**src/rtl/aperture_xlate_pkg.sv**
```systemverilog
package aperture_xlate_pkg;

   typedef enum logic [1:0] {
      AX_IDLE  = 2'd0,
      AX_ISSUE = 2'd1,
      AX_WAIT  = 2'd2,
      AX_RESP  = 2'd3
   } ax_state_e;

   localparam int unsigned AX_LG_NARROW = 2;
   localparam int unsigned AX_LG_WIDE   = 3;
   localparam int unsigned AX_FRAME_MAX = 60;

   function automatic int unsigned ax_entry_lg(input logic wide);
      return wide ? AX_LG_WIDE : AX_LG_NARROW;
   endfunction

endpackage

```
**src/rtl/ax_window.sv**
```systemverilog
module ax_window #(
   parameter int unsigned RA_W       = 32,
   parameter int unsigned PAGE_SHIFT = 12,
   parameter int unsigned SLW        = 6,
   localparam int unsigned IDX_W     = RA_W - PAGE_SHIFT
) (
   input  logic [RA_W-1:0]       req_addr,
   input  logic [RA_W-1:0]       win_base,
   input  logic [SLW-1:0]        win_size_lg,
   output logic                  in_window,
   output logic [IDX_W-1:0]      page_idx,
   output logic [PAGE_SHIFT-1:0] page_off
);

   logic [RA_W:0]   span;
   logic [RA_W-1:0] delta;

   always_comb begin
      span      = {{RA_W{1'b0}}, 1'b1} << win_size_lg;
      delta     = req_addr - win_base;
      in_window = (req_addr >= win_base) && ({1'b0, delta} < span);
      page_idx  = delta[RA_W-1:PAGE_SHIFT];
      page_off  = delta[PAGE_SHIFT-1:0];
   end

endmodule

```
**src/rtl/ax_entry_addr.sv**
```systemverilog
module ax_entry_addr
   import aperture_xlate_pkg::*;
#(
   parameter int unsigned PA_W  = 44,
   parameter int unsigned IDX_W = 20
) (
   input  logic [PA_W-1:0]  tbl_base,
   input  logic [IDX_W-1:0] page_idx,
   input  logic             wide,
   output logic [PA_W-1:0]  entry_addr
);

   logic [PA_W-1:0] idx_ext;
   logic [PA_W-1:0] byte_off;

   always_comb begin
      idx_ext    = {{(PA_W-IDX_W){1'b0}}, page_idx};
      byte_off   = idx_ext << ax_entry_lg(wide);
      entry_addr = tbl_base + byte_off;
   end

endmodule

```
**src/rtl/ax_entry_decode.sv**
```systemverilog
module ax_entry_decode
   import aperture_xlate_pkg::*;
#(
   parameter int unsigned PA_W       = 44,
   parameter int unsigned PAGE_SHIFT = 12,
   localparam int unsigned FRAME_W   = PA_W - PAGE_SHIFT
) (
   input  logic [63:0]           rdata,
   input  logic                  upper_half,
   input  logic                  wide,
   input  logic                  coh_en,
   input  logic [PAGE_SHIFT-1:0] page_off,
   output logic                  ent_valid,
   output logic                  ent_coh,
   output logic [PA_W-1:0]       phys
);

   logic [31:0]             lo_word;
   logic [31:0]             hi_field;
   logic [AX_FRAME_MAX-1:0] frame_full;
   logic [FRAME_W-1:0]      frame;

   always_comb begin
      if (wide)            lo_word = rdata[31:0];
      else if (upper_half) lo_word = rdata[63:32];
      else                 lo_word = rdata[31:0];
      hi_field   = wide ? rdata[63:32] : 32'd0;
      frame_full = {hi_field, lo_word[11:4], lo_word[31:12]};
   end

   generate
      if (FRAME_W == AX_FRAME_MAX) begin : g_full_frame
         assign frame = frame_full;
         logic unused_rsv;
         assign unused_rsv = ^lo_word[3:2];
      end else begin : g_cut_frame
         assign frame = frame_full[FRAME_W-1:0];
         logic unused_rsv;
         assign unused_rsv = ^{frame_full[AX_FRAME_MAX-1:FRAME_W], lo_word[3:2]};
      end
   endgenerate

   always_comb begin
      ent_valid = lo_word[0];
      ent_coh   = ent_valid & lo_word[1] & coh_en;
      phys      = ent_valid ? {frame, page_off} : '0;
   end

endmodule

```
**src/rtl/aperture_xlate.sv**
```systemverilog
module aperture_xlate
   import aperture_xlate_pkg::*;
#(
   parameter int unsigned RA_W       = 32,
   parameter int unsigned PA_W       = 44,
   parameter int unsigned PAGE_SHIFT = 12,
   parameter int unsigned SLW        = 6
) (
   input  logic            clk,
   input  logic            rst_n,
   input  logic            req_valid,
   output logic            req_ready,
   input  logic [RA_W-1:0] req_addr,
   input  logic [RA_W-1:0] cfg_base,
   input  logic [SLW-1:0]  cfg_size_lg,
   input  logic [PA_W-1:0] cfg_table,
   input  logic            cfg_wide,
   input  logic            cfg_coh_en,
   output logic            mrd_valid,
   input  logic            mrd_ready,
   output logic [PA_W-1:0] mrd_addr,
   input  logic            mrd_rvalid,
   input  logic [63:0]     mrd_rdata,
   output logic            rsp_valid,
   input  logic            rsp_ready,
   output logic [PA_W-1:0] rsp_paddr,
   output logic            rsp_coh,
   output logic            rsp_err_inval,
   output logic            rsp_err_range
);

   localparam int unsigned IDX_W = RA_W - PAGE_SHIFT;

   if (PAGE_SHIFT < 3 || PAGE_SHIFT >= RA_W) begin : g_bad_page
      $error("aperture_xlate: PAGE_SHIFT out of range");
   end
   if (PA_W < IDX_W + AX_LG_WIDE || PA_W < RA_W) begin : g_bad_pa
      $error("aperture_xlate: PA_W too small for the table index");
   end
   if (PA_W - PAGE_SHIFT > AX_FRAME_MAX) begin : g_bad_frame
      $error("aperture_xlate: PA_W exceeds the frame number reach");
   end
   if ((1 << SLW) <= RA_W) begin : g_bad_slw
      $error("aperture_xlate: SLW cannot encode a full window");
   end

   ax_state_e             state_q;
   logic                  hit;
   logic [IDX_W-1:0]      idx;
   logic [PAGE_SHIFT-1:0] off;
   logic [PA_W-1:0]       ent_addr;

   logic [PA_W-1:0]       ent_addr_q;
   logic [PAGE_SHIFT-1:0] off_q;
   logic                  wide_q;
   logic                  coh_en_q;

   logic                  dec_valid;
   logic                  dec_coh;
   logic [PA_W-1:0]       dec_phys;

   logic [PA_W-1:0]       paddr_q;
   logic                  coh_q;
   logic                  inval_q;
   logic                  range_q;

   ax_window #(
      .RA_W       (RA_W),
      .PAGE_SHIFT (PAGE_SHIFT),
      .SLW        (SLW)
   ) u_window (
      .req_addr    (req_addr),
      .win_base    (cfg_base),
      .win_size_lg (cfg_size_lg),
      .in_window   (hit),
      .page_idx    (idx),
      .page_off    (off)
   );

   ax_entry_addr #(
      .PA_W  (PA_W),
      .IDX_W (IDX_W)
   ) u_entry_addr (
      .tbl_base   (cfg_table),
      .page_idx   (idx),
      .wide       (cfg_wide),
      .entry_addr (ent_addr)
   );

   ax_entry_decode #(
      .PA_W       (PA_W),
      .PAGE_SHIFT (PAGE_SHIFT)
   ) u_decode (
      .rdata      (mrd_rdata),
      .upper_half (ent_addr_q[2]),
      .wide       (wide_q),
      .coh_en     (coh_en_q),
      .page_off   (off_q),
      .ent_valid  (dec_valid),
      .ent_coh    (dec_coh),
      .phys       (dec_phys)
   );

   always_ff @(posedge clk) begin
      if (!rst_n) begin
         state_q    <= AX_IDLE;
         ent_addr_q <= '0;
         off_q      <= '0;
         wide_q     <= 1'b0;
         coh_en_q   <= 1'b0;
         paddr_q    <= '0;
         coh_q      <= 1'b0;
         inval_q    <= 1'b0;
         range_q    <= 1'b0;
      end else begin
         unique case (state_q)
            AX_IDLE: begin
               if (req_valid) begin
                  ent_addr_q <= ent_addr;
                  off_q      <= off;
                  wide_q     <= cfg_wide;
                  coh_en_q   <= cfg_coh_en;
                  if (hit) begin
                     state_q <= AX_ISSUE;
                  end else begin
                     paddr_q <= '0;
                     coh_q   <= 1'b0;
                     inval_q <= 1'b0;
                     range_q <= 1'b1;
                     state_q <= AX_RESP;
                  end
               end
            end
            AX_ISSUE: begin
               if (mrd_ready) state_q <= AX_WAIT;
            end
            AX_WAIT: begin
               if (mrd_rvalid) begin
                  paddr_q <= dec_phys;
                  coh_q   <= dec_coh;
                  inval_q <= ~dec_valid;
                  range_q <= 1'b0;
                  state_q <= AX_RESP;
               end
            end
            AX_RESP: begin
               if (rsp_ready) state_q <= AX_IDLE;
            end
            default: state_q <= AX_IDLE;
         endcase
      end
   end

   assign req_ready     = (state_q == AX_IDLE);
   assign mrd_valid     = (state_q == AX_ISSUE);
   assign mrd_addr      = ent_addr_q;
   assign rsp_valid     = (state_q == AX_RESP);
   assign rsp_paddr     = paddr_q;
   assign rsp_coh       = coh_q;
   assign rsp_err_inval = inval_q;
   assign rsp_err_range = range_q;

endmodule

```
**config.mk**
```make
export PLATFORM = sky130hd
export DESIGN_NAME = aperture_xlate
export DESIGN_NICKNAME = d
export VERILOG_FILES = /design/src/rtl/aperture_xlate_pkg.sv /design/src/rtl/ax_window.sv /design/src/rtl/ax_entry_addr.sv /design/src/rtl/ax_entry_decode.sv /design/src/rtl/aperture_xlate.sv
export SDC_FILE = /design/constraint.sdc
export NUM_CORES = 1
export LEC_CHECK = 0
export BUFFER_PORTS_ARGS = -buffer_cell sky130_fd_sc_hd__buf_2
export CAP_MARGIN = 20
export CORE_MARGIN = 2
export CORE_UTILIZATION = 55
export CTS_BUF_LIST = sky130_fd_sc_hd__clkbuf_8
export DETAILED_ROUTE_END_ITERATION = 8
export GPL_TIMING_DRIVEN = 0
export PLACE_DENSITY = 0.86
export REMOVE_ABC_BUFFERS = 1
export SLEW_MARGIN = 15
export SYNTH_ARGS = -nofsm -noshare
export SYNTH_HDL_FRONTEND = slang
export SYNTH_HIERARCHICAL = 1
export SYNTH_SLANG_ARGS = --single-unit
```
**constraint.sdc**
```tcl
create_clock -name clk -period 7.1 [get_ports clk]
set_input_delay 0 -clock clk [delete_from_list [all_inputs] [get_ports clk]]
set_output_delay 0 -clock clk [all_outputs]
set_load 0.02 [all_outputs]
```
Word level (Yosys, flattened, before mapping)
Index checks and enable logic that the tools add are counted.
Widths: inputs -> output; s select.
{"block": "word_totals", "reg_bits": 107, "out_inout_bits": 94, "in_bits": 186, "wordCells": 57}
{"block": "classes", "reduce_logical": 6, "shift": 2, "n_bitwise": 3, "muxes": 25, "n_addsub": 2, "n_eq_ne": 8, "order_cmp": 2}
{"cell": "$mux 44", "n": 4}
{"cell": "$pmux 44 s2", "n": 1}
{"cell": "$mux 32", "n": 2}
{"cell": "$add 44x44->44", "n": 1}
{"cell": "$shl 20x32->44", "n": 1}
{"cell": "$lt 32x33->1", "n": 1}
{"cell": "$shl 1x6->33 const A", "n": 1}
{"cell": "$ge 32x32->1", "n": 1}
{"cell": "$sub 32x32->32", "n": 1}
{"cell": "$mux 2", "n": 5}
{"cell": "$mux 1", "n": 8}
{"cell": "$pmux 2 s4", "n": 1}
{"cell": "$reduce_and 4->1", "n": 2}
{"cell": "$ne 2x2->1 const B", "n": 3}
{"cell": "$pmux 1 s2", "n": 3}
{"cell": "$eq 2x2->1 const B", "n": 2}
{"cell": "$mux 4", "n": 1}
{"cell": "$ne 2x1->1 const B", "n": 2}
{"cell": "$and 1x1->1", "n": 2}
{"cell": "$eq 2x1->1 const B", "n": 1}
{"cell": "$logic_not 2->1", "n": 1}
{"cell": "$reduce_and 2->1", "n": 1}
{"cell": "$reduce_bool 2->1", "n": 1}
{"cell": "$logic_and 1x1->1", "n": 1}
{"cell": "$not 1->1", "n": 1}

Longest topological paths before layout
Gate-level depths: netlist of run 1.
{"block": "logic_depth", "depth_word": 6, "mapped_depth": 24, "mapped_depth_nobuf": 22}

Cells and area by module
Netlist of run 1, hierarchy kept.
{"module": "aperture_xlate", "area_per_inst_um2": 4280.4, "seq_area_each_um2": 2142.1, "n_inst": 1, "cells_per_inst": 486}
{"module": "ax_window", "area_per_inst_um2": 2835.2, "seq_area_each_um2": 0.0, "n_inst": 1, "cells_per_inst": 421}
{"module": "ax_entry_addr", "area_per_inst_um2": 1785.5, "seq_area_each_um2": 0.0, "n_inst": 1, "cells_per_inst": 249}
{"module": "ax_entry_decode", "area_per_inst_um2": 734.5, "seq_area_each_um2": 0.0, "n_inst": 1, "cells_per_inst": 117}

Least setup slack after synthesis of run 1
Ideal clock, no wire load.
{"block": "synth_path", "path_kind": "input to register", "startpoint": "in req_addr[0]", "endpoint": "reg paddr_q[13], in the netlist rsp_paddr[13]", "stages": 23, "setup_ns": 0.072, "required_time_ns": 7.028, "path_slack_ns": 3.052, "t_arrival_ns": 3.977, "n_path_buf": 2, "cell_sequence": "inv_1 ha_1 inv_1 fa_1 nand3_2 a2111oi_4 a211oi_2 a221oi_2 nor2_1 xnor2_1 ha_1 nand4_1 nor3_1 nand4_1 a2111oi_0 nor3_1 a221oi_1 nor3_1 nand2b_1 a211oi_2 buf_4 buf_8 mux2i_1"}
{"block": "synth_between", "elab_chain_len": 5, "word_cells_on_any_way": 6, "classes_between": "add/sub (1); order compare (2); eq/ne (1); reduce/logical (2)"}
{"item": "start: declaration", "line_no": "aperture_xlate.sv:13", "text": "input logic [RA_W-1:0] req_addr,"}
{"item": "$sub 32x32->32", "line_no": "ax_window.sv:20", "text": "delta = req_addr - win_base;"}
{"item": "named net idx[10]", "line_no": "aperture_xlate.sv:49", "text": "logic [IDX_W-1:0] idx;"}
{"item": "$lt 32x33->1", "line_no": "ax_window.sv:21", "text": "in_window = (req_addr >= win_base) && ({1'b0, delta} < span);"}
{"item": "$logic_and 1x1->1", "line_no": "ax_window.sv:21"}
{"item": "named net hit", "line_no": "aperture_xlate.sv:48", "text": "logic hit;"}
{"item": "$ne 2x2->1 (no source line)"}
{"item": "$reduce_and 4->1 (no source line)"}
{"item": "end signal: assignment", "line_no": "aperture_xlate.sv:139", "text": "paddr_q <= dec_phys;"}
{"item": "end: declaration", "line_no": "aperture_xlate.sv:62", "text": "logic [PA_W-1:0] paddr_q;"}
The timed path passes the listed nets, and every way through them passes these cells.
A chain may end at the register's enable or synchronous reset.

Worst setup path after layout of run 1
{"block": "layout_path", "startpoint": "in req_addr[3]", "endpoint": "reg paddr_q[14], in the netlist rsp_paddr[14]"}
The elaborated chain is that of the path after synthesis.

==> results of run 1 <==
where the power goes:
part	total (W)	switching [W]	internal (W)
clock	0.000374	0.000234	0.000141
combinational	0.00171	0.00101	0.000705
sequential	0.000741	0.0000481	0.000693
metal layers:
layer  part of all wire  wire length (um)  GRT usage  vias up
li1                   -                 -          -     4938
met1               0.42             11100      0.338     4567
met5                  0                 0          0        -
met3              0.074              1950     0.0589       40
met2               0.48             12700      0.478      349
met4              0.019               491     0.0729        0
timing repair:
item | 4_1_cts | 5_1_grt
endpoints found under the setup margin | 0 | 0
endpoints found under the hold margin | 30 | 0
hold buffers | 34 | 0
final cells by class:
type / count / area (um^2)
multi-input combinational: 1036 / 6900
fill: 1448 / 5540
antenna: 3 / 7.51
tap: 225 / 282
clock inverter: 7 / 76.3
timing repair buffer: 322 / 1940
sequential: 107 / 2140
clock buffer: 9 / 124
inverter: 59 / 221
worst min path at each step:
| stage | startpoint | to | slack, ns | cells past startpoint |
|---|---|---|---|---|
| 2_1_floorplan | cfg_coh_en | coh_en_q | 0.13 | 2 |
| 3_3_place_gp | cfg_table[0] | mrd_addr[0] | 0.24 | 3 |
| 3_5_place_dp | cfg_table[1] | mrd_addr[1] | 0.25 | 3 |
| 4_1_cts | mrd_rdata[48] | rsp_paddr[16] | 0.0002 | 5 |
| 5_1_grt | mrd_rdata[8] | rsp_paddr[36] | 0.009 | 5 |
| 6_report | mrd_rdata[63] | rsp_paddr[31] | 0.02 | 5 |
Yosys cell counts, types with 4 or more instances:
library cell / number / share of area
and2_1: 10 / 0.0065
o21ai_1: 14 / 0.0073
mux2i_1: 50 / 0.052
clkbuf_1: 39 / 0.015
buf_6: 5 / 0.0058
buf_4: 7 / 0.0055
xnor2_1: 44 / 0.040
o21a_1: 7 / 0.0055
nor2_1: 43 / 0.017
xor2_1: 23 / 0.021
a211oi_1: 8 / 0.0062
o211ai_1: 6 / 0.0047
o21bai_1: 7 / 0.0055
buf_2: 13 / 0.0068
a211oi_2: 4 / 0.0052
inv_1: 58 / 0.023
a21oi_1: 54 / 0.028
nor3_1: 16 / 0.0083
nor4_1: 5 / 0.0032
ha_1: 88 / 0.11
dfxtp_1: 107 / 0.22
a21boi_1: 58 / 0.045
a21o_1: 11 / 0.0086
o21ai_0: 28 / 0.015
and3_1: 9 / 0.0058
mux2_2: 19 / 0.022
nor2b_2: 11 / 0.010
nand2_1: 306 / 0.12
a21oi_2: 31 / 0.028
nand3_1: 71 / 0.037
nand4_1: 19 / 0.012
a31oi_1: 7 / 0.0045
nor2b_1: 15 / 0.0097
nand2b_1: 9 / 0.0058
through the flow:
step / worst slack (ns) / hold slack (ns) / total power, W
after CTS: 1.57 / 0.000188 / 0.00282
after floorplan: 0.688 / 0.135 / 0.00196
after detailed placement: 1.21 / 0.249 / 0.00243
after global placement: -1.19 / 0.241 / 0.00235
final: 1.32 / 0.0209 / 0.00283
after global routing: 0.946 / 0.00936 / 0.00303
state kept, by name (all words and copies together) (netlist names):
name           count
rsp_paddr         44
rsp_coh            1
coh_en_q           1
rsp_err_inval      1
rsp_err_range      1
off_q             12
mrd_addr          44
state_q            2
wide_q             1
cell families (layout without fill, tap and decap cells):
logic type	after synthesis	after routing	synth area share
AND/OR/NAND/NOR	534	534	0.254
other	0	3	0
buffers and inverters	130	397	0.0626
multiplexers	70	70	0.0765
AO/OA/AOI/OAI	275	275	0.206
XOR/XNOR	67	67	0.0609
flip-flops	107	107	0.222
adder cells (fa/ha/maj)	90	90	0.118
worst max-delay path: cells and delay by family:
kind / cells / cell delay, ns
xor+xnor: 1 / 0.18
compound gates: 6 / 2.44
fa+ha+maj: 2 / 0.71
buf+inv: 5 / 0.93
mux: 1 / 0.20
simple gates: 8 / 1.60
==> results.tsv, run 1 <==
metric	value	unit
ys_warn_count	6	
rows	48	
core	0.0172	mm^2
worstSetupStartpoint	req_addr[3]	
ys_ff_latch	107	
die_x	136	um
grt.total_usage	0.273	
crit_top_cell	nor3_1	
synth-edff-count	0	
drive_gt1_frac	0.256	
instances_no_fill	1768	
tritoncts	yes	
finalSetupViolations	0	
grt_pass1_vias	9206	
async_flop_share	0	
gp_congestion	0.962	
die_h	136	um
worstPathArrival	6.07	ns
finalSetupTns	0	ns
dpl-instance-area	0.0111	mm^2
portBuffers	277	
status	finished clean	
cp_slowest_cell	a2111oi_0	
period_needed	5.78	ns
r2r_cells	8	
synth_seq_area_share	0.222	
r2r-start	wide_q	
area_delta_synth_final	21.4	%
drtIter0Drc	547	
wl_per_cell	14.9	um
drtPass1Iterations	5	
cp.required	7.39	ns
ioPinCount	280	
cts_setup_buffers	0	
layout_commonest_cell	nand2_1	
drv_slew	0	
startpoint_type	primary input	
antenna_found_initial	3	
critical_path_class	in -> reg	
cts-root-buf	clkbuf_8	
finalCritPeriodShare	0.814	
route.vias.total	9894	
power_leakage	5.28	nW
ctsResizeCount	0	
worst_skew_pair.late_latency	0.37	ns
final_cell_area	0.0117	mm^2
overflow	0	
cts_buffer_depth	2	
hpwl	20200	um
cts_buffers	9	
slew_headroom	0.455	
r2r_setup_slack	4.16	ns
syn_area	0.00964	mm^2
hold_path_class	in -> reg	
place_inst	1714	
htreeDepth	3	
critPathMaxFanout	13	
ir_drop	0.233	mV
start_util	0.559	
fin_nets	1811	
worst_r2r_endpoint	rsp_paddr[22]	
grt_max_degree	80	
clk_pin_slew	0.11	ns
grt_setup_unrepaired	false	
synth_ff_type	dfxtp_1	
cp-end-kind	register	
dieArea	0.0186	mm^2
cap_viol_max_count	0	
tightest_slew	0.797	ns
drt-total-wl	26300	um
finalHoldViolations	0	
viasPerCell	5.60	
skew	0.0259	ns
drc	0	
synth.distinct_cells	83	
max_freq	173	MHz
pwr_density_cell	242	mW/mm^2
finish.utilization	0.679	
synthCells	1273	
layout_common_cells	nand2_1, buf_2, dfxtp_1	
avgSynthCellArea	7.57	um^2
cts.sinks	107	
slowest_delay	0.76	ns
path_cells	buf_2, ha_1, a21oi_2, nor2_1, nor4b_2, o21ai_1, a31oi_2, xnor2_1, ha_1, nand4_1, nor3_1, nand4_1, a2111oi_0, nor3_1, a221oi_1, nor3_1, nand2b_1, a211oi_4, buf_8, buf_8, buf_6, buf_6, mux2i_1	
crit_end	rsp_paddr[14]	
final_antenna_net_count	0	
grt_pass1_wl	42200	um
(Power assumes the default switching activity.)
==> run 2, diff against run 1 <==
clock period = 5.7 ns   (was 7.1 ns; I/O delays follow)
==> run 2 against run 1 <==
- sequential cell count is the same
- first-iteration DRC count grew 1.1%
- non-clock buffer count grew 1
- clock skew shrank 0.0014 ns
- critical path type unchanged
- sequential power grew 25%
- clock power grew 25%
- die area is the same
- highest routed layer unchanged
- core utilization grew 0.080 points
- critical path depth is the same
- worst hold slack lost 0.0025 ns
- critical endpoint unchanged
- via count grew 0.23%
- combinational power grew 26%
==> results.tsv, run 2 (synthesis results as in run 1) <==
metric	value	unit	change
status	finished clean		
worstPathArrival	5.51	ns	-0.56 ns
max_freq	192	MHz	
grt_pass1_wl	42200	um	unchanged
path_cells	buf_2, ha_1, a21oi_2, nor2_1, nor4b_2, o21ai_1, a31oi_2, xnor2_1, ha_1, nand4_1, nor3_1, nand4_1, a2111oi_2, nor3_1, a221oi_1, nor3_1, nand2b_1, a211oi_4, buf_8, buf_8, buf_6, buf_6, mux2i_1		
top_layer_used	met4		
antenna_found_initial	3		unchanged
grt_max_degree	80		unchanged
dr_wl_met2	12800	um	+0.47%
drv_slew	0		unchanged
whs	0.0184	ns	-0.00250 ns
cts.sinks	107		unchanged
ioPinCount	280		unchanged
core	0.0172	mm^2	unchanged
grt_setup_unrepaired	false		
tritoncts	yes		
dieArea	0.0186	mm^2	unchanged
swShare	0.456		about the same
pwr_density_cell	302	mW/mm^2	+25%
nFillCells	1443		-0.35%
portBuffers	277		unchanged
layout_common_cells	nand2_1, buf_2, dfxtp_1		
r2r_setup_slack	2.77	ns	-1.39 ns
internal-power	0.00192	W	+25%
drc	0		unchanged
finalSetupViolations	0		unchanged
wl_per_cell	14.9	um	+0.42%
grt.total_usage	0.273		unchanged
clkPwrFrac	0.132		about the same
area_delta_synth_final	21.6	%	
die_h	136	um	unchanged
start_util	0.559		unchanged
p_sw	0.00161	W	+25%
overflow	0		unchanged
slew_headroom	0.503		+0.0487
finalCritPeriodShare	0.916		
rows	48		unchanged
cp-end-kind	register		
power_leakage	5.28	nW	about the same
drtPass1Iterations	6		+1
die_x	136	um	unchanged
pwr-share-comb	0.607		+0.002
wl_met3	1970	um	+0.92%
fin_nets	1812		+0.055%
critical_path_class	in -> reg		
route.vias.total	9917		+0.23%
seq_power_share	0.261		about the same
critPathMaxFanout	13		unchanged
crit_top_cell	nor3_1		
viasPerCell	5.61		+0.18%
cp_num_buf_inv	5		unchanged
layout_commonest_cell	nand2_1		
grt_pass1_vias	9206		unchanged
final_antenna_net_count	0		unchanged
drtIter0Drc	553		+1.1%
startpoint_type	primary input		
cap_viol_max_count	0		unchanged
place_inst	1714		unchanged
tightest_slew	0.743	ns	-0.0539 ns
cts-root-buf	clkbuf_8		
instances_no_fill	1769		+0.057%
cp.required	5.99	ns	-1.40 ns
finalHoldViolations	0		unchanged
critical-path-top-delay-family	compound AO/OA/AOI/OAI gates		
drt-total-wl	26400	um	+0.48%
skew	0.0245	ns	-0.00137 ns
gp_congestion	0.962		unchanged
cts_buffers	9		unchanged
cp_slowest_cell	a2111oi_2		
drt-met1-wl	11100	um	+0.49%
cts_buffer_depth	2		unchanged
hold_path_class	in -> reg		
worst_skew_pair.late_latency	0.37	ns	about the same
ir_drop	0.295	mV	+26%
drive_gt1_frac	0.257		+0.00113
slowest_delay	0.50	ns	-0.26 ns
hpwl	20200	um	unchanged
htreeDepth	3		unchanged
clk_pin_slew	0.11	ns	about the same
period_needed	5.22	ns	
-- run 2: changes by cell type in the layout (fill, tap and decap cells not counted) --
cell       before  now
a2111oi_0       1    0
buf_4           0    1
a2111oi_2       0    1
-- run 2: path summary, 6_finish.rpt --
path | from | to | depth (start not counted)
worst max-delay path | req_addr[3] | rsp_paddr[14] | 23
worst min-delay path | mrd_rdata[63] | rsp_paddr[31] | 5
worst max register to register | wide_q | rsp_paddr[22] | 8
worst min register to register | mrd_addr[8] | mrd_addr[8] | 2
-- run 2: final cells by class --
type,instances,area (um^2),share of cell area
multi-input cells,1036,6910,0.590
flip-flops and latches,107,2140,0.183
repair buffers,323,1950,0.167
well taps,225,282,0.0240
inverters,59,221,0.0189
clock buffers,9,124,0.0106
clock inverters,7,76.3,0.00652
diodes,3,7.51,0.000641
-- run 2: repair_timing --
item | in CTS | in global routing
setup buffers | 0 | 1
setup endpoints to repair | 0 | 25
hold buffers | 34 | 0
gates resized for setup | 0 | 2
endpoints found under the hold margin | 30 | 0
-- run 2: worst reg2reg max path, cell delays in order (launching register included) --
cell and delay, ns:
dfxtp_1 0.40, nor2b_4 0.62, mux2i_4 0.62, buf_16 0.24, buf_16 0.19, a21oi_2 0.05, dlygate4sd3_1 0.56, nand3_1 0.09
mux2i_1 0.07
-- run 2: per-stage QoR --
stage / total power, W / setup slack (ns) / area [um^2] / setup TNS, ns / utilization
2_1_floorplan: 0.00244 / -0.712 / 9250 / -33.46 / -
4_1_cts: 0.00352 / 0.168 / 11700 / 0 / 0.677
3_5_place_dp: 0.00302 / -0.193 / 11100 / -1.45 / 0.646
5_1_grt: 0.00379 / 0.125 / 11700 / 0 / 0.679
3_3_place_gp: 0.00293 / -2.59 / 10900 / -118.07 / 0.634
6_report: 0.00354 / 0.478 / 11700 / 0 / 0.680
-- run 2: power groups by stage --
stage	Sequential [W]	Combinational [W]	Clock, W
3_5_place_dp	0.000939	0.00208	0
6_report	0.000923	0.00215	0.000466
2_1_floorplan	0.00104	0.00140	0
3_3_place_gp	0.000933	0.00200	0
5_1_grt	0.000936	0.00234	0.000510
4_1_cts	0.000922	0.00211	0.000482
-- run 2: metal layers --
layer | vias to the layer above | global-route usage
li1 | 4937 | -
met1 | 4569 | 0.338
met2 | 371 | 0.478
met3 | 40 | 0.0589
met4 | 0 | 0.0729
met5 | - | 0
==> run 3, diff against run 2 <==
ABC_AREA = 1   (was not set)
CAP_MARGIN = 25   (was 20)
PLACE_DENSITY = 0.84   (was 0.86)
SETUP_SLACK_MARGIN = 0.4   (was not set)
==> run 3 against run 2 <==
- count of clock-buffer cells in the layout up 1
- clock skew down 0.0070 ns
- area after synthesis up 17%
- sequential cell count unchanged
- worst hold slack better by 0.0031 ns
- non-clock buffer count down 32
- sequential share of layout area down 1.8 points
- critical endpoint is now rsp_paddr[20]
==> results.tsv, run 3 <==
metric	value	unit	change
status	finished clean		
pwr-share-comb	0.630		+0.023
cts-root-buf	clkbuf_8		
antenna_found_initial	7		+4
avgSynthCellArea	5.55	um^2	-27%
hpwl	27400	um	+35%
synth.distinct_cells	37		-55%
drt-total-wl	33200	um	+26%
yosysTopAreaCell	nand2_1		
die_h	147	um	+7.7%
layout_common_cells	nand2_1, inv_1, nor2_1		
cap_viol_max_count	0		unchanged
overflow	0		unchanged
synth_seq_area_share	0.191		-0.0316
portBuffers	277		unchanged
seq_power_share	0.260		about the same
rows	52		+8.3%
critPathMaxFanout	35		+22
clk_pin_slew	0.10	ns	about the same
place_inst	2509		+46%
cp_num_buf_inv	6		+1
synth-edff-count	0		unchanged
wl_per_cell	13.1	um	-12%
synth_ff_type	dfxtp_1		
ioPinCount	280		unchanged
power_leakage	7.71	nW	+46%
cp.required	6.02	ns	+0.03 ns
clkPwrFrac	0.110		-0.022
finalCritPeriodShare	0.699		-0.218
htreeDepth	3		unchanged
dp_slack	1.40	ns	+1.59 ns
final_antenna_net_count	0		unchanged
finalSetupViolations	0		unchanged
grt_max_degree	65		-19%
nFillCells	2017		+40%
core	0.0201	mm^2	+17%
hold_path_class	in -> reg		
die_x	147	um	+7.7%
yosysMostFrequentCell	nand2_1		
grt_setup_unrepaired	false		
drtIter0Drc	703		+27%
start_util	0.559		about the same
internal-power	0.00208	W	+8.0%
drc	0		unchanged
finish.utilization	0.648		-0.0319
ys_top_cells_by_area	nand2_1, dfxtp_1, inv_1		
route.vias.total	12700		+28%
grt_pass1_wl	53900	um	+28%
cts.sinks	107		unchanged
worst_skew_pair.late_latency	0.39	ns	+0.02 ns
cts_buffers	9		unchanged
synthTopCellsByCount	nand2_1, inv_1, nor2_1		
skew	0.0175	ns	-0.00701 ns
startpoint_type	primary input		
cts_buffer_depth	2		unchanged
worstSetupStartpoint	req_addr[0]		
grt.total_usage	0.301		+0.0283
critical_path_class	in -> reg		
worstPathArrival	4.30	ns	-1.21 ns
finalSetupTns	0	ns	unchanged
fin_nets	2534		+40%
crit_top_cell	nand2_1		
whs	0.0214	ns	+0.00307 ns
cp_slowest_cell	fa_1		
slew_headroom	0.421		-0.0822
swShare	0.505		+0.0487
synthCells	2023		+59%
pwr_density_cell	322	mW/mm^2	+6.8%
max_freq	251	MHz	+31%
worst_slack	1.72	ns	+1.24 ns
async_flop_share	0		unchanged
drive_gt1_frac	0.165		-0.0917
yosysTopAreaCellShare	0.231		+0.00867
tightest_slew	0.865	ns	+0.122 ns
period_needed	3.98	ns	-1.24 ns
cp_num_cells	33		+43%
viasPerCell	5.02		-11%
r2r_cells	11		+3
drv_slew	0		unchanged
r2r_setup_slack	3.04	ns	+0.27 ns
tritoncts	yes		
finalHoldViolations	0		unchanged
ir_drop	0.194	mV	-34%
worst_r2r_endpoint	rsp_paddr[20]		
ys_ff_latch	107		unchanged
layout_commonest_cell	nand2_1		
critical-path-top-delay-family	simple AND/OR/NAND/NOR gates		
slowest_delay	0.40	ns	-0.10 ns
grt_pass1_vias	11500		+25%
crit_end	rsp_paddr[20]		
cp-end-kind	register		
ys_warn_count	6		unchanged
drtPass1Iterations	5		-1
p_sw	0.00212	W	+31%
r2r-start	state_q[0]		
dieArea	0.0216	mm^2	+16%
syn_area	0.0112	mm^2	+17%
gp_congestion	0.990		+3.0%
area_delta_synth_final	16.0	%	
instances_no_fill	2538		+43%
run 3: cell types whose count changed in the layout (fill, tap and decap cells not counted), moves of 20 or more:
cell           previous run  this run
nand2_1                 305       690
nor2_1                   43       301
inv_1                    58       305
a21boi_1                 58         0
mux2i_1                  50         0
a21oi_1                  54       103
nand3_1                  71       117
xnor2_1                  44         5
o21ai_0                  28        62
dlygate4sd3_1            34         4
a21oi_2                  31         4
nand2_2                   2        22
run 3: how the worst min path moves through the flow:
stage / start / to / cells past startpoint
global route: cfg_table[27] / mrd_addr[27] / 4
CTS: cfg_table[31] / mrd_addr[31] / 5
global placement: cfg_table[0] / mrd_addr[0] / 3
floorplan: rst_n / state_q[1] / 2
finish: cfg_table[34] / mrd_addr[34] / 5
detailed placement: cfg_table[1] / mrd_addr[1] / 3
run 3: per-layer routing:
layer  GRT usage  vias up  wire length, um
li1            -     6690                -
met3      0.0478       72             2120
met2       0.542      403            15700
met1       0.368     5562            14400
met4      0.0966        4             1040
met5           0        -               30
run 3: worst register-to-register path, cell delays in order, from the launching register on:
cell     delay, ns
dfxtp_1       0.36
inv_1         0.09
ha_2          0.31
buf_12        0.24
inv_2         0.07
o21ai_4       0.51
buf_16        0.25
buf_12        0.21
nand2_1       0.27
nand2_1       0.14
nand2_1       0.05
nor2_1        0.09
run 3: area by class of cell:
| type | count | area (um^2) | share of cell area |
|---|---|---|---|
| Inverter | 315 | 1190 | 0.0912 |
| Antenna cell | 5 | 12.5 | 0.000961 |
| Sequential cell | 107 | 2140 | 0.165 |
| Timing Repair Buffer | 291 | 1630 | 0.125 |
| Tap cell | 270 | 338 | 0.0259 |
| Multi-Input combinational cell | 1534 | 7520 | 0.578 |
| Clock inverter | 6 | 48.8 | 0.00375 |
| Clock buffer | 10 | 138 | 0.0106 |
run 3: power groups by stage:
| stage | Sequential (W) | Clock (W) | Combinational [W] |
|---|---|---|---|
| after CTS | 0.00109 | 0.000470 | 0.00262 |
| final | 0.00109 | 0.000462 | 0.00264 |
| after floorplan | 0.00133 | 0 | 0.00159 |
| after global placement | 0.00109 | 0 | 0.00250 |
| after global routing | 0.00112 | 0.000502 | 0.00298 |
| after detailed placement | 0.00111 | 0 | 0.00260 |
run 3: repair_timing:
item	in CTS	in global routing
hold buffers	4	0
resized for setup	0	0
endpoints found under the hold margin	4	0
setup endpoints to repair	0	0
buffers inserted	0	0
run 3: kinds of logic after synthesis:
kind of cell / share of synthesized area
AND/OR/NAND/NOR: 0.442
buffers and inverters: 0.141
AO/OA/AOI/OAI: 0.0936
flip-flops: 0.191
adder cells (fa/ha/maj): 0.102
XOR/XNOR: 0.0312
run 3: metrics by stage:
stage | total power (W) | cell area [um^2]
after floorplan | 0.00291 | 10800
after global placement | 0.00359 | 12600
after detailed placement | 0.00371 | 12700
after CTS | 0.00418 | 12900
after global routing | 0.00460 | 13000
final | 0.00420 | 13000
